===== config.mk =====
export PLATFORM = sky130hd
export DESIGN_NAME = rx_idle_watchdog
export DESIGN_NICKNAME = d
export VERILOG_FILES = /design/src/rtl/rxwd_pkg.sv /design/src/rtl/rxwd_event_detect.sv /design/src/rtl/rxwd_idle_counter.sv /design/src/rtl/rxwd_flag.sv /design/src/rtl/rx_idle_watchdog.sv
export SDC_FILE = /design/constraint.sdc
export NUM_CORES = 1
export LEC_CHECK = 0
export BUFFER_PORTS_ARGS = -buffer_cell sky130_fd_sc_hd__buf_4
export CAP_MARGIN = 20
export CORE_AREA = 2 2 39 41
export CTS_CLUSTER_SIZE = 25
export DETAILED_ROUTE_END_ITERATION = 8
export DIE_AREA = 0 0 41 43
export PLACE_DENSITY = 0.61
export SLEW_MARGIN = 20
export SYNTH_ARGS = -nofsm -noshare
export SYNTH_HDL_FRONTEND = slang
export SYNTH_SLANG_ARGS = --single-unit
export TNS_END_PERCENT = 20

===== constraint.sdc =====
create_clock -name clk -period 1.5 [get_ports clk]
set_input_delay 0.225 -clock clk [delete_from_list [all_inputs] [get_ports clk]]
set_output_delay 0.225 -clock clk [all_outputs]
set_load 0.01 [all_outputs]

===== src/rtl/rxwd_pkg.sv =====
package rxwd_pkg;

  typedef enum logic [1:0] {
    WD_HOLD  = 2'd0,
    WD_RUN   = 2'd1,
    WD_SPENT = 2'd2
  } wd_state_e;

  typedef struct packed {
    logic rd_any;
    logic load;
    logic restart;
  } wd_evt_t;

  // Counter width able to hold the saturation value LIMIT+1.
  function automatic int cnt_width(input int limit);
    return $clog2(limit + 2);
  endfunction

endpackage


===== src/rtl/rxwd_event_detect.sv =====
module rxwd_event_detect
  import rxwd_pkg::*;
(
  input  logic    rd_chan,
  input  logic    rd_glob,
  input  logic    load_char,
  output wd_evt_t evt
);

  function automatic wd_evt_t classify(input logic rc, input logic rg, input logic ld);
    wd_evt_t e;
    e.rd_any  = rc | rg;
    e.load    = ld;
    e.restart = rc | rg | ld;
    return e;
  endfunction

  always_comb evt = classify(rd_chan, rd_glob, load_char);

endmodule


===== src/rtl/rxwd_idle_counter.sv =====
module rxwd_idle_counter
  import rxwd_pkg::*;
#(
  parameter int LIMIT = 64,
  parameter int CW    = 7
) (
  input  logic          clk,
  input  logic          rst_n,
  input  logic          bit_tick,
  input  logic          fifo_empty,
  input  logic          restart,
  output logic [CW-1:0] cnt,
  output logic          expire,
  output wd_state_e     state
);

  localparam logic [CW-1:0] LIM_V = CW'(LIMIT);
  localparam logic [CW-1:0] SAT_V = CW'(LIMIT + 1);

  logic [CW-1:0] cnt_q, cnt_d;
  wd_state_e     st_q, st_d;

  function automatic logic crossing(input logic [CW-1:0] c, input wd_state_e s, input logic tk);
    return tk && (s != WD_SPENT) && (c == LIM_V);
  endfunction

  always_comb begin
    cnt_d  = cnt_q;
    st_d   = st_q;
    expire = 1'b0;
    if (fifo_empty) begin
      cnt_d = '0;
      st_d  = WD_HOLD;
    end else if (restart) begin
      cnt_d = '0;
      st_d  = WD_RUN;
    end else if (crossing(cnt_q, st_q, bit_tick)) begin
      expire = 1'b1;
      cnt_d  = SAT_V;
      st_d   = WD_SPENT;
    end else if (st_q != WD_SPENT) begin
      st_d = WD_RUN;
      if (bit_tick) cnt_d = cnt_q + CW'(1);
    end
  end

  always_ff @(posedge clk) begin
    if (!rst_n) begin
      cnt_q <= '0;
      st_q  <= WD_HOLD;
    end else begin
      cnt_q <= cnt_d;
      st_q  <= st_d;
    end
  end

  assign cnt   = cnt_q;
  assign state = st_q;

  AST_NO_OVERFLOW: assert property (@(posedge clk) disable iff (!rst_n)
    cnt_q <= SAT_V);
  AST_SPENT_HOLDS: assert property (@(posedge clk) disable iff (!rst_n)
    (st_q == WD_SPENT && !restart && !fifo_empty) |=> $stable(cnt_q));
  AST_RESTART_ZERO: assert property (@(posedge clk) disable iff (!rst_n)
    restart |=> (cnt_q == '0));
  AST_EMPTY_QUIET: assert property (@(posedge clk) disable iff (!rst_n)
    fifo_empty |-> !expire);
  AST_EXPIRE_ON_TICK: assert property (@(posedge clk) disable iff (!rst_n)
    expire |-> bit_tick);
  AST_EVENT_SUPPRESS: assert property (@(posedge clk) disable iff (!rst_n)
    restart |-> !expire);

endmodule


===== src/rtl/rxwd_flag.sv =====
module rxwd_flag (
  input  logic clk,
  input  logic rst_n,
  input  logic rd_any,
  input  logic expire,
  output logic flag
);

  logic flag_q;

  always_ff @(posedge clk) begin
    if (!rst_n)      flag_q <= 1'b0;
    else if (rd_any) flag_q <= 1'b0;
    else if (expire) flag_q <= 1'b1;
  end

  assign flag = flag_q;

  AST_READ_CLEARS: assert property (@(posedge clk) disable iff (!rst_n)
    rd_any |=> !flag_q);
  AST_FLAG_SOURCE: assert property (@(posedge clk) disable iff (!rst_n)
    $rose(flag_q) |-> $past(expire));

endmodule


===== src/rtl/rx_idle_watchdog.sv =====
module rx_idle_watchdog
  import rxwd_pkg::*;
#(
  parameter  int LIMIT = 64,
  localparam int CW    = rxwd_pkg::cnt_width(LIMIT)
) (
  input  logic          clk,
  input  logic          rst_n,
  input  logic          bit_tick,
  input  logic          rd_chan,
  input  logic          rd_glob,
  input  logic          load_char,
  input  logic          fifo_empty,
  output logic [CW-1:0] idle_count,
  output logic          timeout_pulse,
  output logic          timeout_flag
);

  wd_evt_t   evt;
  logic      expire;
  wd_state_e wd_state;

  rxwd_event_detect u_evt (
    .rd_chan   (rd_chan),
    .rd_glob   (rd_glob),
    .load_char (load_char),
    .evt       (evt)
  );

  rxwd_idle_counter #(.LIMIT(LIMIT), .CW(CW)) u_cnt (
    .clk        (clk),
    .rst_n      (rst_n),
    .bit_tick   (bit_tick),
    .fifo_empty (fifo_empty),
    .restart    (evt.restart),
    .cnt        (idle_count),
    .expire     (expire),
    .state      (wd_state)
  );

  rxwd_flag u_flag (
    .clk    (clk),
    .rst_n  (rst_n),
    .rd_any (evt.rd_any),
    .expire (expire),
    .flag   (timeout_flag)
  );

  assign timeout_pulse = expire;

  AST_IDLE_NO_TICK: assert property (@(posedge clk) disable iff (!rst_n)
    (!bit_tick && !evt.restart && !fifo_empty) |=> $stable(idle_count));
  AST_EMPTY_IN_HOLD: assert property (@(posedge clk) disable iff (!rst_n)
    fifo_empty |=> (wd_state == WD_HOLD));

endmodule


==> impl_results.md, run 1 <==
* Status: finished with violations
* Failing checks: setup timing
* Vias in the first global route at 483
* Unrepaired setup endpoints after global routing: yes
* Final Wtd Congestion at 0.742
* Number of diodes at 0
* Die area at 1760 sq um
* DPL Wire Length at 948 um
* Synth Net Count at 67
* CP bufs+invs at 1
* Clock sink count at 10
* Gr ovfl total at 0
* Initial Utilization at 0.358
* Row cnt at 14
* Setup ws final at -0.128 ns
* Setup CP Type: register to output pin
* # hold bufs at CTS at 0
* CTS clk-pin slew, worst paths at 0.07 ns
* Clock Root Buffer: clkbuf_4
* Critical path endpoint category: output pin
* Dpl ws at -0.119 ns
* Slew Limit Fails at 0
* Sw Ratio at 0.217
* Total core area at 1380 sq um
* Max cap viols at 0
* Clock Path Buffers at 2
* Synth top area share at 0.404
* Filler cell count at 127
* 1st-iter DRT viols at 12
* Syn_area_per_cell at 8.54 sq um
* Most common cell after layout, fill and taps aside: buf_4
* FF-to-FF setup slack at -0.11 ns
* DR WL/cell at 12.4 um
* Area growth, synth to finish at 64.9%
* Worst endpoint required time at 1.27 ns
* Yosys top cell by area: dfxtp_1
* Mapped Area at 495 sq um
* Share of layout cells above drive strength 1 at 0.478
* Power share of the clock group at 0.386
* P_sw at 107 uW
* Worst-margin pin slew at 0.366 ns
* Crit Path Max Fanout at 2
* Cells after synthesis at 58
* Worst Hold Margin at 0.208 ns
* Worst vdd ir at 0.364 mV
* Fin util at 0.590
* Global-route wire length before repair at 2.15 mm
* Most frequent cells in the layout: buf_4 (29), nor2_1 (8), dfxtp_1 (5)
* Type of origin of the critical path: register
* Largest stage delay, worst path at 0.36 ns
* Die X at 41 um
* Largest net degree at the start of global routing at 9
* CP Cell Sequence: nor4_4 > nand3_4 > nor4_4 > buf_4
* Synth Flop Type: dfxtp_1
* TritonRoute pass-1 iters at 4
* FMAX at 0.614 GHz
* WP data arrival at 1.40 ns
* Crit-path most repeated cell: nor4_4
* Fin area at 817 sq um
* CTS H-tree lvls at 1
* Distinct cells, synth at 24
* Share of flip-flops with an asynchronous set or reset at 0
* Int Pwr at 388 uW
* Min cycle time layout at 1.63 ns
* Synth Warn # at 0
* Initial antenna violation count at 0
* Final Skew at 0.00337 ns
* Leak Pwr at 0.362 nW
* Top Ports at 16
* Sequential Power Share at 0.537
* Vias at 520
* Slowest cell on crit path: nor4_4
* Total Neg Setup Slack at -0.234 ns
* DRC violations left at 0
* Comb power frac at 0.077
* Largest cells by area after synthesis: dfxtp_1 (40%), nor2_1 (6.1%), xor2_1 (5.3%), ha_1 (5.1%), nand3_1 (5.1%)
* Final hold viol count at 0
* Final ANT Viol Nets at 0
* IO Port Bufs at 15
* # nets final at 100
* Period utilization at 1.09
* Global-route usage over all layers at 0.178
* CTS tree: yes
* Finish-stage setup viols at 2
* Overall die height at 43 um
* Placed instance area at 726 sq um
* Register area share after synthesis at 0.404
* Yosys reg bits at 10
* Latest clock arrival within the worst-skew pair at 0.26 ns
* Hold Path Class: input port to register
* Cell family with most CP delay: simple AND/OR/NAND/NOR gates
* Total wire length at 1.32 mm
* Vias per cell at 4.91
* Post-synth EDFFs at 0
* Power density over cell area at 606 nW/um^2
* Cts bufs inserted at 3
* Worst rel slew slack at 0.755
## final cells by class
type	instances	area, sq um	area share
multi-input cells	43	329	0.403
inverters	4	15.0	0.0184
clock buffers	4	26.3	0.0322
repair buffers	29	218	0.266
flip-flops and latches	10	209	0.256
well taps	16	20.0	0.0245
## Yosys cell counts, drive strengths merged, types with 2 or more instances
cell type	n
nor2	8
a21oi	3
dfxtp	10
nor4	2
nand2	4
inv	4
xor2	3
ha	2
nand2b	2
nand3	5
and3	2
## metrics by stage
step / power (mW) / std cells
2_1_floorplan: 0.286 / 58
3_3_place_gp: 0.309 / 99
3_5_place_dp: 0.309 / 99
4_1_cts: 0.499 / 106
5_1_grt: 0.519 / 106
6_report: 0.495 / 106
## power by group through the flow
stage	combinational, mW	clock [mW]	sequential [mW]
after detailed placement	0.0368	0	0.272
final	0.0382	0.191	0.266
after floorplan	0.0139	0	0.272
after global placement	0.0365	0	0.272
after CTS	0.0375	0.195	0.266
after global routing	0.0421	0.211	0.266
## state kept, by name, indices dropped and copies added (netlist names)
| register | count |
|---|---|
| u_cnt.state | 2 |
| u_flag.flag | 1 |
| u_cnt.cnt | 7 |
## worst paths after layout
kind           startpoint            end  cells after the start
min reg2reg   u_flag.flag    u_flag.flag                      1
max reg2reg  u_cnt.cnt[3]   u_cnt.cnt[5]                      5
max          u_cnt.cnt[5]  timeout_pulse                      4
min                 rst_n    u_flag.flag                      2
## routing by layer
layer,vias up,global-route usage,share of wire,wire [um]
li1,269,-,-,-
met1,242,0.265,0.48,630
met2,7,0.250,0.48,631
met3,2,0.0314,0.033,43
met4,0,0.0600,0.011,14
met5,-,0,0,0
## kinds of logic (layout without fill, tap and decap cells)
group	count (synthesis)	after routing	synth area share
AO/OA/AOI/OAI	9	9	0.134
XOR/XNOR	3	3	0.0530
adder cells (fa/ha/maj)	2	2	0.0505
buffers and inverters	5	37	0.0530
flip-flops	10	10	0.404
AND/OR/NAND/NOR	29	29	0.306
## what timing repair did
action                     4_1_cts  5_1_grt
pin swaps                        4        0
setup endpoints to repair        2        3
resized for setup                7        2
buffers inserted                 3        0
Power figures use the tool's default switching activity.
==> run 2, diff against run 1 <==
==> constraint.sdc (replaced) <==
create_clock -name clk -period 1.5 [get_ports clk]
set_input_delay 0.075 -clock clk [delete_from_list [all_inputs] [get_ports clk]]
set_output_delay 0.075 -clock clk [all_outputs]
set_load 0.01 [all_outputs]
==> run 2 against run 1 <==
  * The flow now finishes without violations
  * Global-route usage down 1.1 points
  * Sequential power about the same
  * Count of clock-buffer cells in the layout unchanged
  * Combinational power down 9.2%
  * First-iteration DRC count down 75%
  * Total power up 11%
  * Cell count down 0.94%
  * Routed wire length down 12%
  * Core utilization down 1.8 points
  * Critical path depth unchanged
  * Via count up 0.19%
  * Clock skew down 0.00072 ns
  * Largest power group unchanged
==> impl_results.md, run 2 (synthesized netlist as in run 1, its figures left out) <==
* WP data arrival at 1.39 ns (about the same)
* Max cap viols at 0 (unchanged)
* Reg2Reg Depth at 5 (unchanged)
* Worst endpoint required time at 1.42 ns (+0.15 ns)
* Met1 Track Usage GR at 0.215 (-0.0495)
* Period utilization at 0.979 (-0.107)
* TritonRoute pass-1 iters at 4 (unchanged)
* Most Used Layer, Global Route: met2
* Clock Path Buffers at 2 (unchanged)
* Final Skew at 0.00265 ns (-0.000722 ns)
* Vias per cell at 4.96 (+1.1%)
* Max reg flops at 7 (unchanged)
* Final hold viol count at 0 (unchanged)
* DRC violations left at 0 (unchanged)
* Total wire length at 1.17 mm (-12%)
* Final Wtd Congestion at 0.807 (+8.7%)
* Row cnt at 14 (unchanged)
* CTS H-tree lvls at 1 (unchanged)
* Initial Utilization at 0.358 (unchanged)
* Vias at 521 (+0.19%)
* Initial antenna violation count at 0 (unchanged)
* Most common cell after layout, fill and taps aside: buf_4
* CTS tree: yes
* Cts bufs inserted at 3 (unchanged)
* Status: finished clean
* Min cycle time layout at 1.47 ns (-0.160 ns)
* Power density over cell area at 696 nW/um^2 (+15%)
* Grt met3 use at 0.0314 (unchanged)
* Worst rel slew slack at 0.806 (+0.0506)
* RR Endpoint: u_cnt.cnt[5]
* Clock Root Buffer: clkbuf_4
* IO Port Bufs at 15 (unchanged)
* Reg2reg start: u_cnt.cnt[0]
* Total core area at 1380 sq um (unchanged)
* Worst-margin pin slew at 0.291 ns (-0.0756 ns)
* Most frequent cells in the layout: buf_4 (28), nor2_1 (8), dfxtp_2 (5), dfxtp_1 (5)
* Slew Limit Fails at 0 (unchanged)
* Worst Hold Margin at 0.0354 ns (-0.172 ns)
* Finish-stage setup viols at 0 (-2)
* Overall die height at 43 um (unchanged)
* Leak Pwr at 0.361 nW (-0.39%)
* Die area at 1760 sq um (unchanged)
* Critical path endpoint category: output pin
* Hold Path Class: input port to register
* FF-to-FF setup slack at 0.03 ns (+0.14 ns)
* Total Neg Setup Slack at 0 ns (+0.234 ns)
* Critical path startpoint: u_cnt.cnt[3]
* Dpl ws at 0.0161 ns (+0.135 ns)
* Clock sink count at 10 (unchanged)
* CTS clk-pin slew, worst paths at 0.07 ns (about the same)
* # hold bufs at CTS at 0 (unchanged)
* Area growth, synth to finish at 59.8%
* Setup crit end: timeout_pulse
* # nets final at 99 (-1.0%)
* Worst vdd ir at 0.423 mV (+16%)
* Finished Layout Cells at 105 (-0.94%)
* Setup ws final at 0.0317 ns (+0.160 ns)
* Met2 global-route usage at 0.238 (-0.0125)
* Type of origin of the critical path: register
* Global-route usage over all layers at 0.167 (-0.0106)
* 1st-iter DRT viols at 3 (-9)
* Global-route wire length before repair at 1.97 mm (-8.3%)
* DR WL/cell at 11.1 um (-11%)
* Crit Path Max Fanout at 2 (unchanged)
* Die X at 41 um (unchanged)
* DPL Wire Length at 912 um (-3.8%)
* Setup CP Type: register to output pin
* Final ANT Viol Nets at 0 (unchanged)
* Latest clock arrival within the worst-skew pair at 0.27 ns (about the same)
* Vias in the first global route at 500 (+3.5%)
* Unrepaired setup endpoints after global routing: yes
* Share of layout cells above drive strength 1 at 0.461 (-0.0171)
* Top Ports at 16 (unchanged)
* Inst Count DP at 98 (-1.0%)
* Number of diodes at 0 (unchanged)
* FMAX at 0.681 GHz (+11%)
* Gr ovfl total at 0 (unchanged)
* Largest net degree at the start of global routing at 9 (unchanged)
[run 2: cell count changes in the layout (fill, tap and decap cells not counted), sizes merged]
cell	change
buf	-1
[run 2: power by group]
part           internal [mW]  leakage (nW)  switching (mW)
Clock                  0.147        0.0210           0.102
Sequential             0.267        0.0834        0.000653
Combinational         0.0187         0.256          0.0160
Total                  0.433         0.361           0.118
[run 2: critical path: stages (launching register included)]
cell,delay (ns)
dfxtp_2,0.34
nor4_4,0.32
nand3_2,0.14
nor4_4,0.17
buf_4,0.16
[run 2: how the worst min path moves through the flow]
stage | slack (ns) | end | cells past startpoint | startpoint
finish | 0.04 | u_flag.flag | 2 | rst_n
global placement | 0.31 | u_flag.flag | 2 | rst_n
global route | 0.04 | u_flag.flag | 2 | rst_n
floorplan | 0.18 | timeout_pulse | 1 | fifo_empty
detailed placement | 0.31 | u_flag.flag | 2 | rst_n
CTS | 0.04 | u_flag.flag | 2 | rst_n
[run 2: per-layer routing]
| metal | share of wire | routed length [um] |
|---|---|---|
| met5 | 0 | 0 |
| met4 | 0.020 | 23 |
| met3 | 0.059 | 69 |
| met2 | 0.46 | 542 |
| met1 | 0.46 | 532 |
[run 2: timing repair]
| item | in CTS | in global routing |
|---|---|---|
| endpoints found under the setup margin | 1 | 3 |
| pin swaps | 3 | 3 |
| hold endpoints to repair | 0 | 0 |
| buffers inserted | 3 | 0 |
| gates resized for setup | 4 | 3 |
[run 2: final cells by class]
type,instances,area [sq um]
sequential,10,206
clock buffer,4,36.3
multi-input combinational,43,304
inverter,4,15.0
timing repair buffer,28,210
fill,137,592
tap,16,20.0
[run 2: metrics by stage]
step                power, mW  cell area (sq um)   util
detailed placement      0.309                713  0.515
CTS                     0.555                788  0.570
global placement        0.308                713  0.515
floorplan               0.288                517      -
finish                  0.551                792  0.572
global route            0.572                792  0.572
